**config.mk**
```make
export PLATFORM = sky130hd
export DESIGN_NAME = fetch_exec_seq
export DESIGN_NICKNAME = d
export VERILOG_FILES = /design/src/rtl/seq_pkg.sv /design/src/rtl/seq_alu.sv /design/src/rtl/seq_regfile.sv /design/src/rtl/seq_ctrl.sv /design/src/rtl/fetch_exec_seq.sv
export SDC_FILE = /design/constraint.sdc
export NUM_CORES = 1
export LEC_CHECK = 0
export CORE_UTILIZATION = 50
export DETAILED_ROUTE_END_ITERATION = 6
export PLACE_DENSITY = 0.71
export SLEW_MARGIN = 15
export SYNTH_ARGS = -nofsm -noshare
export SYNTH_HDL_FRONTEND = slang
export SYNTH_HIERARCHICAL = 1
export SYNTH_SLANG_ARGS = --single-unit
```
**constraint.sdc**
```tcl
create_clock -name clk_i -period 6.2 [get_ports clk_i]
set_clock_uncertainty 0.05 [all_clocks]
set_input_delay 0.93 -clock clk_i [delete_from_list [all_inputs] [get_ports clk_i]]
set_output_delay 0.93 -clock clk_i [all_outputs]
set_load 0.02 [all_outputs]
```
**src/rtl/seq_pkg.sv**
```systemverilog
package seq_pkg;

  typedef enum logic [2:0] {
    PH_FETCH  = 3'd0,
    PH_DECODE = 3'd1,
    PH_OPRD   = 3'd2,
    PH_EXEC   = 3'd3,
    PH_WBACK  = 3'd4,
    PH_STORE  = 3'd5
  } phase_e;

  typedef enum logic [2:0] {
    ALU_ADD  = 3'd0,
    ALU_AND  = 3'd1,
    ALU_OR   = 3'd2,
    ALU_XOR  = 3'd3,
    ALU_NEG  = 3'd4,
    ALU_PASS = 3'd5
  } alu_op_e;

  localparam int unsigned OPC_W = 4;

  typedef struct packed {
    logic    valid;
    logic    mem_src;
    logic    is_store;
    alu_op_e op;
  } dec_t;

  function automatic dec_t decode_op(logic [OPC_W-1:0] opc);
    dec_t d;
    d.valid    = 1'b1;
    d.mem_src  = 1'b0;
    d.is_store = 1'b0;
    d.op       = ALU_ADD;
    case (opc)
      4'd0: d.op = ALU_ADD;
      4'd1: d.op = ALU_AND;
      4'd2: d.op = ALU_OR;
      4'd3: d.op = ALU_XOR;
      4'd4: d.op = ALU_NEG;
      4'd5: begin d.op = ALU_ADD;  d.mem_src = 1'b1; end
      4'd6: begin d.op = ALU_PASS; d.mem_src = 1'b1; end
      4'd7: begin d.op = ALU_PASS; d.is_store = 1'b1; end
      default: d.valid = 1'b0;
    endcase
    return d;
  endfunction

endpackage

```
**src/rtl/seq_alu.sv**
```systemverilog
module seq_alu
  import seq_pkg::*;
#(
  parameter int unsigned DATA_W = 16
) (
  input  alu_op_e           op_i,
  input  logic [DATA_W-1:0] a_i,
  input  logic [DATA_W-1:0] b_i,
  output logic [DATA_W-1:0] y_o
);

  always_comb begin
    unique case (op_i)
      ALU_ADD:  y_o = a_i + b_i;
      ALU_AND:  y_o = a_i & b_i;
      ALU_OR:   y_o = a_i | b_i;
      ALU_XOR:  y_o = a_i ^ b_i;
      ALU_NEG:  y_o = DATA_W'(0) - b_i;
      ALU_PASS: y_o = b_i;
      default:  y_o = '0;
    endcase
  end

endmodule

```
**src/rtl/seq_regfile.sv**
```systemverilog
module seq_regfile #(
  parameter int unsigned DATA_W = 16,
  parameter int unsigned NREGS  = 4,
  localparam int unsigned IDX_W = $clog2(NREGS)
) (
  input  logic              clk_i,
  input  logic              rst_ni,
  input  logic              we_i,
  input  logic [IDX_W-1:0]  waddr_i,
  input  logic [DATA_W-1:0] wdata_i,
  input  logic [IDX_W-1:0]  raddr_a_i,
  input  logic [IDX_W-1:0]  raddr_b_i,
  output logic [DATA_W-1:0] rdata_a_o,
  output logic [DATA_W-1:0] rdata_b_o
);

  logic [DATA_W-1:0] regs_q [NREGS];

  for (genvar g = 0; g < NREGS; g++) begin : g_reg
    always_ff @(posedge clk_i or negedge rst_ni) begin
      if (!rst_ni)                             regs_q[g] <= '0;
      else if (we_i && waddr_i == IDX_W'(g))   regs_q[g] <= wdata_i;
    end
  end

  assign rdata_a_o = regs_q[raddr_a_i];
  assign rdata_b_o = regs_q[raddr_b_i];

endmodule

```
**src/rtl/seq_ctrl.sv**
```systemverilog
module seq_ctrl
  import seq_pkg::*;
#(
  parameter int unsigned DATA_W     = 16,
  parameter int unsigned ADDR_W     = 8,
  parameter int unsigned NREGS      = 4,
  parameter int unsigned START_ADDR = 16,
  localparam int unsigned IDX_W  = $clog2(NREGS),
  localparam int unsigned OPC_LSB = DATA_W - OPC_W,
  localparam int unsigned TGT_LSB = OPC_LSB - IDX_W,
  localparam int unsigned SRC_LSB = TGT_LSB - IDX_W
) (
  input  logic              clk_i,
  input  logic              rst_ni,
  output logic              mem_req_o,
  output logic              mem_we_o,
  output logic [ADDR_W-1:0] mem_addr_o,
  output logic [DATA_W-1:0] mem_wdata_o,
  input  logic [DATA_W-1:0] mem_rdata_i,
  input  logic              mem_ready_i,
  output alu_op_e           alu_op_o,
  output logic              b_sel_mem_o,
  output logic [DATA_W-1:0] mdr_o,
  input  logic [DATA_W-1:0] alu_res_i,
  output logic [IDX_W-1:0]  tgt_o,
  output logic [IDX_W-1:0]  src_o,
  output logic              rf_we_o,
  output logic [DATA_W-1:0] rf_wdata_o,
  output phase_e            phase_o,
  output logic [ADDR_W-1:0] nip_o
);

  phase_e            phase_q;
  logic [DATA_W-1:0] ir_q, mdr_q, alu_q;
  logic [ADDR_W-1:0] nip_q, mar_q;
  dec_t              dec;

  assign dec = decode_op(ir_q[DATA_W-1:OPC_LSB]);

  always_ff @(posedge clk_i or negedge rst_ni) begin
    if (!rst_ni) begin
      phase_q <= PH_FETCH;
      nip_q   <= ADDR_W'(START_ADDR);
      ir_q    <= '0;
      mar_q   <= '0;
      mdr_q   <= '0;
      alu_q   <= '0;
    end else begin
      unique case (phase_q)
        PH_FETCH: if (mem_ready_i) begin
          ir_q    <= mem_rdata_i;
          nip_q   <= nip_q + 1'b1;
          phase_q <= PH_DECODE;
        end
        PH_DECODE: begin
          mar_q <= ir_q[ADDR_W-1:0];
          if (!dec.valid)      phase_q <= PH_FETCH;
          else if (dec.mem_src) phase_q <= PH_OPRD;
          else                 phase_q <= PH_EXEC;
        end
        PH_OPRD: if (mem_ready_i) begin
          mdr_q   <= mem_rdata_i;
          phase_q <= PH_EXEC;
        end
        PH_EXEC: begin
          alu_q   <= alu_res_i;
          phase_q <= dec.is_store ? PH_STORE : PH_WBACK;
        end
        PH_WBACK: phase_q <= PH_FETCH;
        PH_STORE: if (mem_ready_i) phase_q <= PH_FETCH;
        default:  phase_q <= PH_FETCH;
      endcase
    end
  end

  assign mem_req_o   = (phase_q == PH_FETCH) || (phase_q == PH_OPRD) || (phase_q == PH_STORE);
  assign mem_we_o    = (phase_q == PH_STORE);
  assign mem_addr_o  = (phase_q == PH_FETCH) ? nip_q : mar_q;
  assign mem_wdata_o = alu_q;
  assign alu_op_o    = dec.op;
  assign b_sel_mem_o = dec.mem_src;
  assign mdr_o       = mdr_q;
  assign tgt_o       = ir_q[OPC_LSB-1:TGT_LSB];
  assign src_o       = ir_q[TGT_LSB-1:SRC_LSB];
  assign rf_we_o     = (phase_q == PH_WBACK);
  assign rf_wdata_o  = alu_q;
  assign phase_o     = phase_q;
  assign nip_o       = nip_q;

  // a pending access keeps its request, address and direction
  p_hold_req_r2: assert property (@(posedge clk_i) disable iff (!rst_ni)
    (mem_req_o && !mem_ready_i) |=> (mem_req_o && $stable(mem_addr_o) && $stable(mem_we_o)));

  p_nip_step_r3: assert property (@(posedge clk_i) disable iff (!rst_ni)
    (phase_q == PH_FETCH && mem_ready_i) |=> (phase_q == PH_DECODE && nip_q == $past(nip_q) + 1'b1));

  p_regop_skip_r4: assert property (@(posedge clk_i) disable iff (!rst_ni)
    (phase_q == PH_DECODE && dec.valid && !dec.mem_src) |=> (phase_q == PH_EXEC));

  p_oprd_entry_r5: assert property (@(posedge clk_i) disable iff (!rst_ni)
    $rose(phase_q == PH_OPRD) |-> ($past(phase_q) == PH_DECODE));

  p_wb_after_exec_r7: assert property (@(posedge clk_i) disable iff (!rst_ni)
    rf_we_o |-> ($past(phase_q) == PH_EXEC && $past(alu_res_i) == rf_wdata_o));

  p_store_no_wb_r8: assert property (@(posedge clk_i) disable iff (!rst_ni)
    (phase_q == PH_EXEC && dec.is_store) |=> (phase_q == PH_STORE && !rf_we_o));

  p_unknown_r9: assert property (@(posedge clk_i) disable iff (!rst_ni)
    (phase_q == PH_DECODE && !dec.valid) |=> (phase_q == PH_FETCH));

  p_write_in_store_r10: assert property (@(posedge clk_i) disable iff (!rst_ni)
    mem_we_o |-> (mem_req_o && $past(phase_q) != PH_FETCH));

endmodule

```
**src/rtl/fetch_exec_seq.sv**
```systemverilog
module fetch_exec_seq
  import seq_pkg::*;
#(
  parameter int unsigned DATA_W     = 16,
  parameter int unsigned ADDR_W     = 8,
  parameter int unsigned NREGS      = 4,
  parameter int unsigned START_ADDR = 16,
  localparam int unsigned IDX_W = $clog2(NREGS)
) (
  input  logic              clk_i,
  input  logic              rst_ni,
  output logic              mem_req_o,
  output logic              mem_we_o,
  output logic [ADDR_W-1:0] mem_addr_o,
  output logic [DATA_W-1:0] mem_wdata_o,
  input  logic [DATA_W-1:0] mem_rdata_i,
  input  logic              mem_ready_i,
  output logic [2:0]        phase_o,
  output logic [ADDR_W-1:0] nip_o,
  output logic              wb_valid_o,
  output logic [IDX_W-1:0]  wb_reg_o,
  output logic [DATA_W-1:0] wb_data_o
);

  alu_op_e           alu_op;
  logic              b_sel_mem;
  logic [DATA_W-1:0] mdr, alu_res, rd_a, rd_b, rf_wdata;
  logic [IDX_W-1:0]  tgt, src;
  logic              rf_we;
  phase_e            phase;

  seq_ctrl #(
    .DATA_W(DATA_W), .ADDR_W(ADDR_W), .NREGS(NREGS), .START_ADDR(START_ADDR)
  ) u_ctrl (
    .clk_i, .rst_ni,
    .mem_req_o, .mem_we_o, .mem_addr_o, .mem_wdata_o, .mem_rdata_i, .mem_ready_i,
    .alu_op_o(alu_op), .b_sel_mem_o(b_sel_mem), .mdr_o(mdr), .alu_res_i(alu_res),
    .tgt_o(tgt), .src_o(src), .rf_we_o(rf_we), .rf_wdata_o(rf_wdata),
    .phase_o(phase), .nip_o
  );

  seq_regfile #(.DATA_W(DATA_W), .NREGS(NREGS)) u_rf (
    .clk_i, .rst_ni,
    .we_i(rf_we), .waddr_i(tgt), .wdata_i(rf_wdata),
    .raddr_a_i(tgt), .raddr_b_i(src),
    .rdata_a_o(rd_a), .rdata_b_o(rd_b)
  );

  seq_alu #(.DATA_W(DATA_W)) u_alu (
    .op_i(alu_op), .a_i(rd_a), .b_i(b_sel_mem ? mdr : rd_b), .y_o(alu_res)
  );

  assign phase_o    = phase;
  assign wb_valid_o = rf_we;
  assign wb_reg_o   = tgt;
  assign wb_data_o  = rf_wdata;

endmodule

```
# Word level (Yosys, flattened, before mapping)
# Index checks and enable logic that the tools add are counted.
# word_totals
reg_bits,131
wordCells,79
input_bits,19
output_inout_bits,56
# op_classes
order_cmp,2
bitwise,5
n_reduce_logical,16
n_eq_ne,23
mux,20
n_addsub,3
# ops
operator,count
$pmux W16 S6,1
$mux W16,5
$bmux W16 S2,2
$pmux W3 S5,2
$add A16 B16 Y16,1
$and A16 B16 Y16,1
$eq A4 B3 Y1 const B,4
$or A16 B16 Y16,1
$sub A1 B16 Y16 const A,1
$xor A16 B16 Y16,1
$eq A3 B2 Y1 const B,4
$eq A3 B3 Y1 const B,4
$mux W3,4
$add A8 B1 Y8 const B,1
$eq A4 B2 Y1 const B,2
$mux W8,1
$reduce_or A8 Y1,1
$eq A3 B1 Y1 const B,2
$ge A3 B3 Y1 const B,2
$logic_not A3 Y1,2
$not A2 Y3,2
$mux W1,5
$eq A2 B2 Y1 const B,2
$eq A4 B1 Y1 const B,1
other kinds (10),17

# Longest topological paths before layout
# logic_depth
depth_word,7
mapped_depth,15
depth_no_buf,12

# By module
# The synthesis kept the hierarchy.
# by_module_without_submodules
module,seq_area_each_um2,area_each_um2,cells_per_inst,instances
seq_regfile,1601.5,3174.3,176,1
seq_ctrl,1677.9,2997.9,238,1
seq_alu,0.0,2005.7,310,1
fetch_exec_seq,0.0,249.0,18,1

# Least setup slack after synthesis
# No wires, ideal clock.
# synth_timing
kind,reg-to-reg
startpoint,register u_ctrl.ir_q[8]
endpoint,"register u_ctrl.alu_q[8], in the netlist u_ctrl/mem_wdata_o[8]"
path_buffers,2
setup_slack_ps,2650
stages_incl_launch_ff,14
arrival_ps,3376
required_time_ps,6025
setup_ps,125
period_less_slack_ps,3550
cell_sequence,dfrtp_1 buf_4 buf_2 mux4_2 mux2_2 ha_1 fa_1 a211oi_2 o21bai_1 a2111oi_2 nor3_1 xnor2_1 o221ai_1 mux2_2
# synth_via
elab_chain_cells,7
elab_cells_between_ends,11
cone_classes,add/sub (2); mux (5); bitwise (4)
# synth_rtl
element,line_no,rtl
start: declaration,seq_ctrl.sv:34,"logic [DATA_W-1:0] ir_q, mdr_q, alu_q;"
start signal: assignment,seq_ctrl.sv:51,ir_q <= mem_rdata_i;
$not A2 Y3 (implied by the code) (*),seq_regfile.sv:27,assign rdata_b_o = regs_q[raddr_b_i];
$bmux W16 S2 (*),seq_regfile.sv:27,
$mux W16 (implied by the code) (*) (2 in series),seq_regfile.sv:27,
net rd_b[0],fetch_exec_seq.sv:27,"logic [DATA_W-1:0] mdr, alu_res, rd_a, rd_b, rf_wdata;"
$mux W16 (*),fetch_exec_seq.sv:50,".op_i(alu_op), .a_i(rd_a), .b_i(b_sel_mem ? mdr : rd_b), .y_o(alu_res)"
$sub A1 B16 Y16 or $add A16 B16 Y16 (tied branches),"seq_alu.sv:18, seq_alu.sv:14",
$pmux W16 S6 (*),seq_alu.sv:13,unique case (op_i)
net alu_res[8],fetch_exec_seq.sv:27,
end signal: assignment,seq_ctrl.sv:66,alu_q <= alu_res_i;
end: declaration,seq_ctrl.sv:34,
# Mark *: on every way through the listed nets, which the timed path passes. The rest lies on a longest branch. The select of a mux whose other input is x is not followed.
# A chain may end at the register's enable or synchronous reset.

# Worst setup path after layout
# Same ends and word-level chain as after synthesis.

==> impl_metrics.py <==
metrics = {
    "clock_network": {
        "path_clk_slew_ns": 0.06,
        "ctsResizeCount": 0,
        "cts_root_buf": "clkbuf_16",
        "clock_latency_ns": 0.43,
        "cts_buffer_depth": 2,
        "clock_sinks": 131,
        "post_cts_buffers": 0,
        "h-tree-depth": 4,
        "tritoncts": "done",
        "cts-buffers-inserted": 17,
        "cts_hold_buf": 0,
    },
    "timing": {
        "min_period_over_period": 0.666,
        "hold_violations": 0,
        "slew_headroom": 0.177,
        "final-max-slew-violation-count": 0,
        "worst_slack_ns": 2.07,
        "finalSetupTns_ns": 0,
        "rsz0062_at_grt": "false",
        "period_needed_ns": 4.13,
        "max_freq_ghz": 0.242,
        "setup_viol": 0,
        "finalHoldWorstSlack_ns": 0.428,
        "tightest_slew_ns": 1.23,
    },
    "setup_path": {
        "cp_data_arrival_time_ns": 4.39,
        "start_kind": "register",
        "rr_worst_depth": 11,
        "regToRegEndpoint": "u_ctrl/mem_wdata_o[8]$_DFFE_PN0P_",
        "crit_required_ns": 6.46,
        "r2r_start": "u_ctrl/ir_q[8]$_DFFE_PN0P_",
        "crit_type": "register to register",
        "critPathCaptureType": "register",
        "worstPathMaxFanout": 17,
        "ff2ff_setup_slack_ns": 2.07,
    },
    "synthesis": {
        "syn_area_per_cell_sq_um": 11.4,
        "synth_fp_nets": 796,
        "yosysSeqAreaShare": 0.389,
        "synth_ff_type": "dfrtp_1",
        "ys_types": 68,
        "synthArstFlopShare": 1.00,
        "synth_cells": 742,
        "yosys_warnings": 6,
        "synth_seq_cells": 131,
        "syn-cell-area_sq_mm": 0.00843,
        "synth-edff-count": 0,
    },
    "floorplanning": {
        "die_h_microns": 132,
        "die_area_sq_mm": 0.0174,
        "rows": 47,
        "die_x_microns": 132,
        "start_util": 0.510,
        "design.core.area_sq_mm": 0.0165,
        "io_pins": 75,
    },
    "detailed_routing": {
        "firstDrtPassIters": 5,
        "ant_nets": 0,
        "wl_microns": 21500,
        "vias": 6051,
        "via_per_inst": 5.97,
        "route.detailed.drc": 0,
        "drt_iter0_drc": 538,
        "wl_per_cell_microns": 21.2,
    },
    "final_layout": {
        "num-nets-final": 835,
        "n_fill_cell": 1319,
        "multi_input_area_sq_mm": 0.00458,
        "instances_no_fill": 1013,
        "drive_gt1_frac": 0.286,
        "num_antenna_cells": 0,
        "syn_to_final_growth_pct": 14.9,
        "ff_latch_area_sq_mm": 0.00328,
    },
    "flow_run": {
        "cap_viol_max_count": 0,
    },
    "power": {
        "power_mw": 6.00,
        "powerDensity_mw_per_mm2": 619,
        "peakVddDrop_mv": 0.286,
        "leakage_nw": 4.20,
    },
    "grt": {
        "antenna_found_initial": 0,
        "grt_max_degree": 76,
        "grt_pass1_vias": 6139,
        "grt_overflow": 0,
        "gr-usage-all-layers": 0.262,
        "grt_pass1_wl_microns": 34500,
    },
    "worst_hold_path": {
        "min_from": "u_ctrl/ir_q[3]$_DFFE_PN0P_",
        "hold_path_depth": 2,
        "hp-class": "register to register",
        "holdPathEnd": "u_ctrl/ir_q[3]$_DFFE_PN0P_",
    },
    "place": {
        "place_ws_ns": 1.75,
        "dp.cells": 982,
        "dp_hpwl_microns": 14600,
        "io_buffers": 74,
        "gp_routability_congestion": 0.904,
    },
    "run_status": {
        "status": "finished clean",
    },
}
==> final cells by class <==
class	instances	share of cell area
clock buffer	19	0.0447
clock inverter	12	0.0185
inverter	38	0.0147
multi-input combinational	512	0.473
sequential	131	0.339
tap	220	0.0284
timing repair buffer	81	0.0816
==> metal layers <==
layer	track usage	wire length, microns	part of all wire	up-vias
li1	-	-	-	2739
met1	0.363	9610	0.45	3068
met2	0.420	10300	0.48	209
met3	0.0458	1240	0.057	35
met4	0.0872	353	0.016	0
met5	0	0	0	-
==> worst max path at each step <==
stage	startpoint	end	slack (ns)
2_1_floorplan	u_ctrl/ir_q[8]$_DFFE_PN0P_	u_ctrl/mem_wdata_o[8]$_DFFE_PN0P_	2.65
6_report	u_ctrl/ir_q[8]$_DFFE_PN0P_	u_ctrl/mem_wdata_o[8]$_DFFE_PN0P_	2.07
4_1_cts	u_ctrl/ir_q[8]$_DFFE_PN0P_	u_ctrl/mem_wdata_o[8]$_DFFE_PN0P_	1.73
5_1_grt	u_ctrl/ir_q[8]$_DFFE_PN0P_	u_ctrl/mem_wdata_o[8]$_DFFE_PN0P_	1.86
3_5_place_dp	u_ctrl/ir_q[8]$_DFFE_PN0P_	u_ctrl/mem_wdata_o[8]$_DFFE_PN0P_	1.75
3_3_place_gp	u_ctrl/ir_q[8]$_DFFE_PN0P_	u_ctrl/mem_wdata_o[8]$_DFFE_PN0P_	1.89
==> kinds of logic (layout without fill, tap and decap cells) <==
group	after synthesis	count (layout)	share of synthesized area
AOI/OAI and AO/OA	105	105	0.0811
adders and majority gates	35	35	0.0529
muxes	166	166	0.268
DFF	131	131	0.389
buffers and inverters	99	150	0.0680
xor gates and xnor gates	32	32	0.0333
and+or+nand+nor	174	174	0.107
==> per-stage QoR <==
stage,area [sq um],utilization
final,9690,0.586
after CTS,9680,0.586
after floorplan,8430,-
after detailed placement,9070,0.549
after global placement,9070,0.549
after global routing,9690,0.586
==> cell usage after synthesis (all sizes together), types with 6 or more instances <==
library cell / n / share of area
nand3b: 6 / 0.0067
clkbuf: 11 / 0.0062
ha: 34 / 0.050
buf: 50 / 0.045
xnor2: 31 / 0.032
dfrtp: 130 / 0.39
nor2: 34 / 0.015
a221oi: 6 / 0.0062
mux4: 32 / 0.086
nand2: 83 / 0.037
a21oi: 28 / 0.017
nor3: 11 / 0.0097
o21ai: 31 / 0.019
nand3: 11 / 0.0071
mux2: 129 / 0.18
inv: 38 / 0.017
a22oi: 8 / 0.0071
nand4: 6 / 0.0045
a211oi: 6 / 0.0059
==> cell usage in the layout, fill, tap and decap left out, types with 6 or more instances in the layout <==
cell / instances
dfrtp_1: 129
mux2_2: 119
nand2_1: 83
clkdlybuf4s50_1: 73
inv_1: 38
ha_1: 34
nor2_1: 32
mux4_2: 32
xnor2_1: 31
a21oi_1: 28
o21ai_0: 25
clkbuf_16: 17
mux2_4: 10
nand3_1: 10
buf_4: 8
a22oi_1: 8
nand4_1: 6
nor3_1: 6
a221oi_1: 6
==> state kept, by name (all words and copies together) (netlist names) <==
name,flops
u_rf/regs_q,64
u_ctrl/nip_o,8
u_ctrl/mdr_o,16
u_ctrl/mar_q,8
u_ctrl/mem_wdata_o,16
u_ctrl/ir_q,16
u_ctrl/phase_o,3
==> critical path: stages, from the launching register on <==
cell and delay [ns]:
dfrtp_2 0.75, mux4_2 0.58, mux2_2 0.30, ha_1 0.26, fa_1 0.46, a211oi_2 0.31
o21bai_1 0.17, a2111oi_2 0.40, nor3_1 0.13, xnor2_1 0.19, o221ai_1 0.13, mux2_2 0.28
==> power breakdown <==
part | switching, mW | internal (mW) | leakage [nW]
Clock | 0.391 | 0.672 | 0.290
Sequential | 0.403 | 1.17 | 1.72
Combinational | 1.77 | 1.58 | 2.19
Total | 2.57 | 3.43 | 4.20
Power figures use the tool's default switching activity.
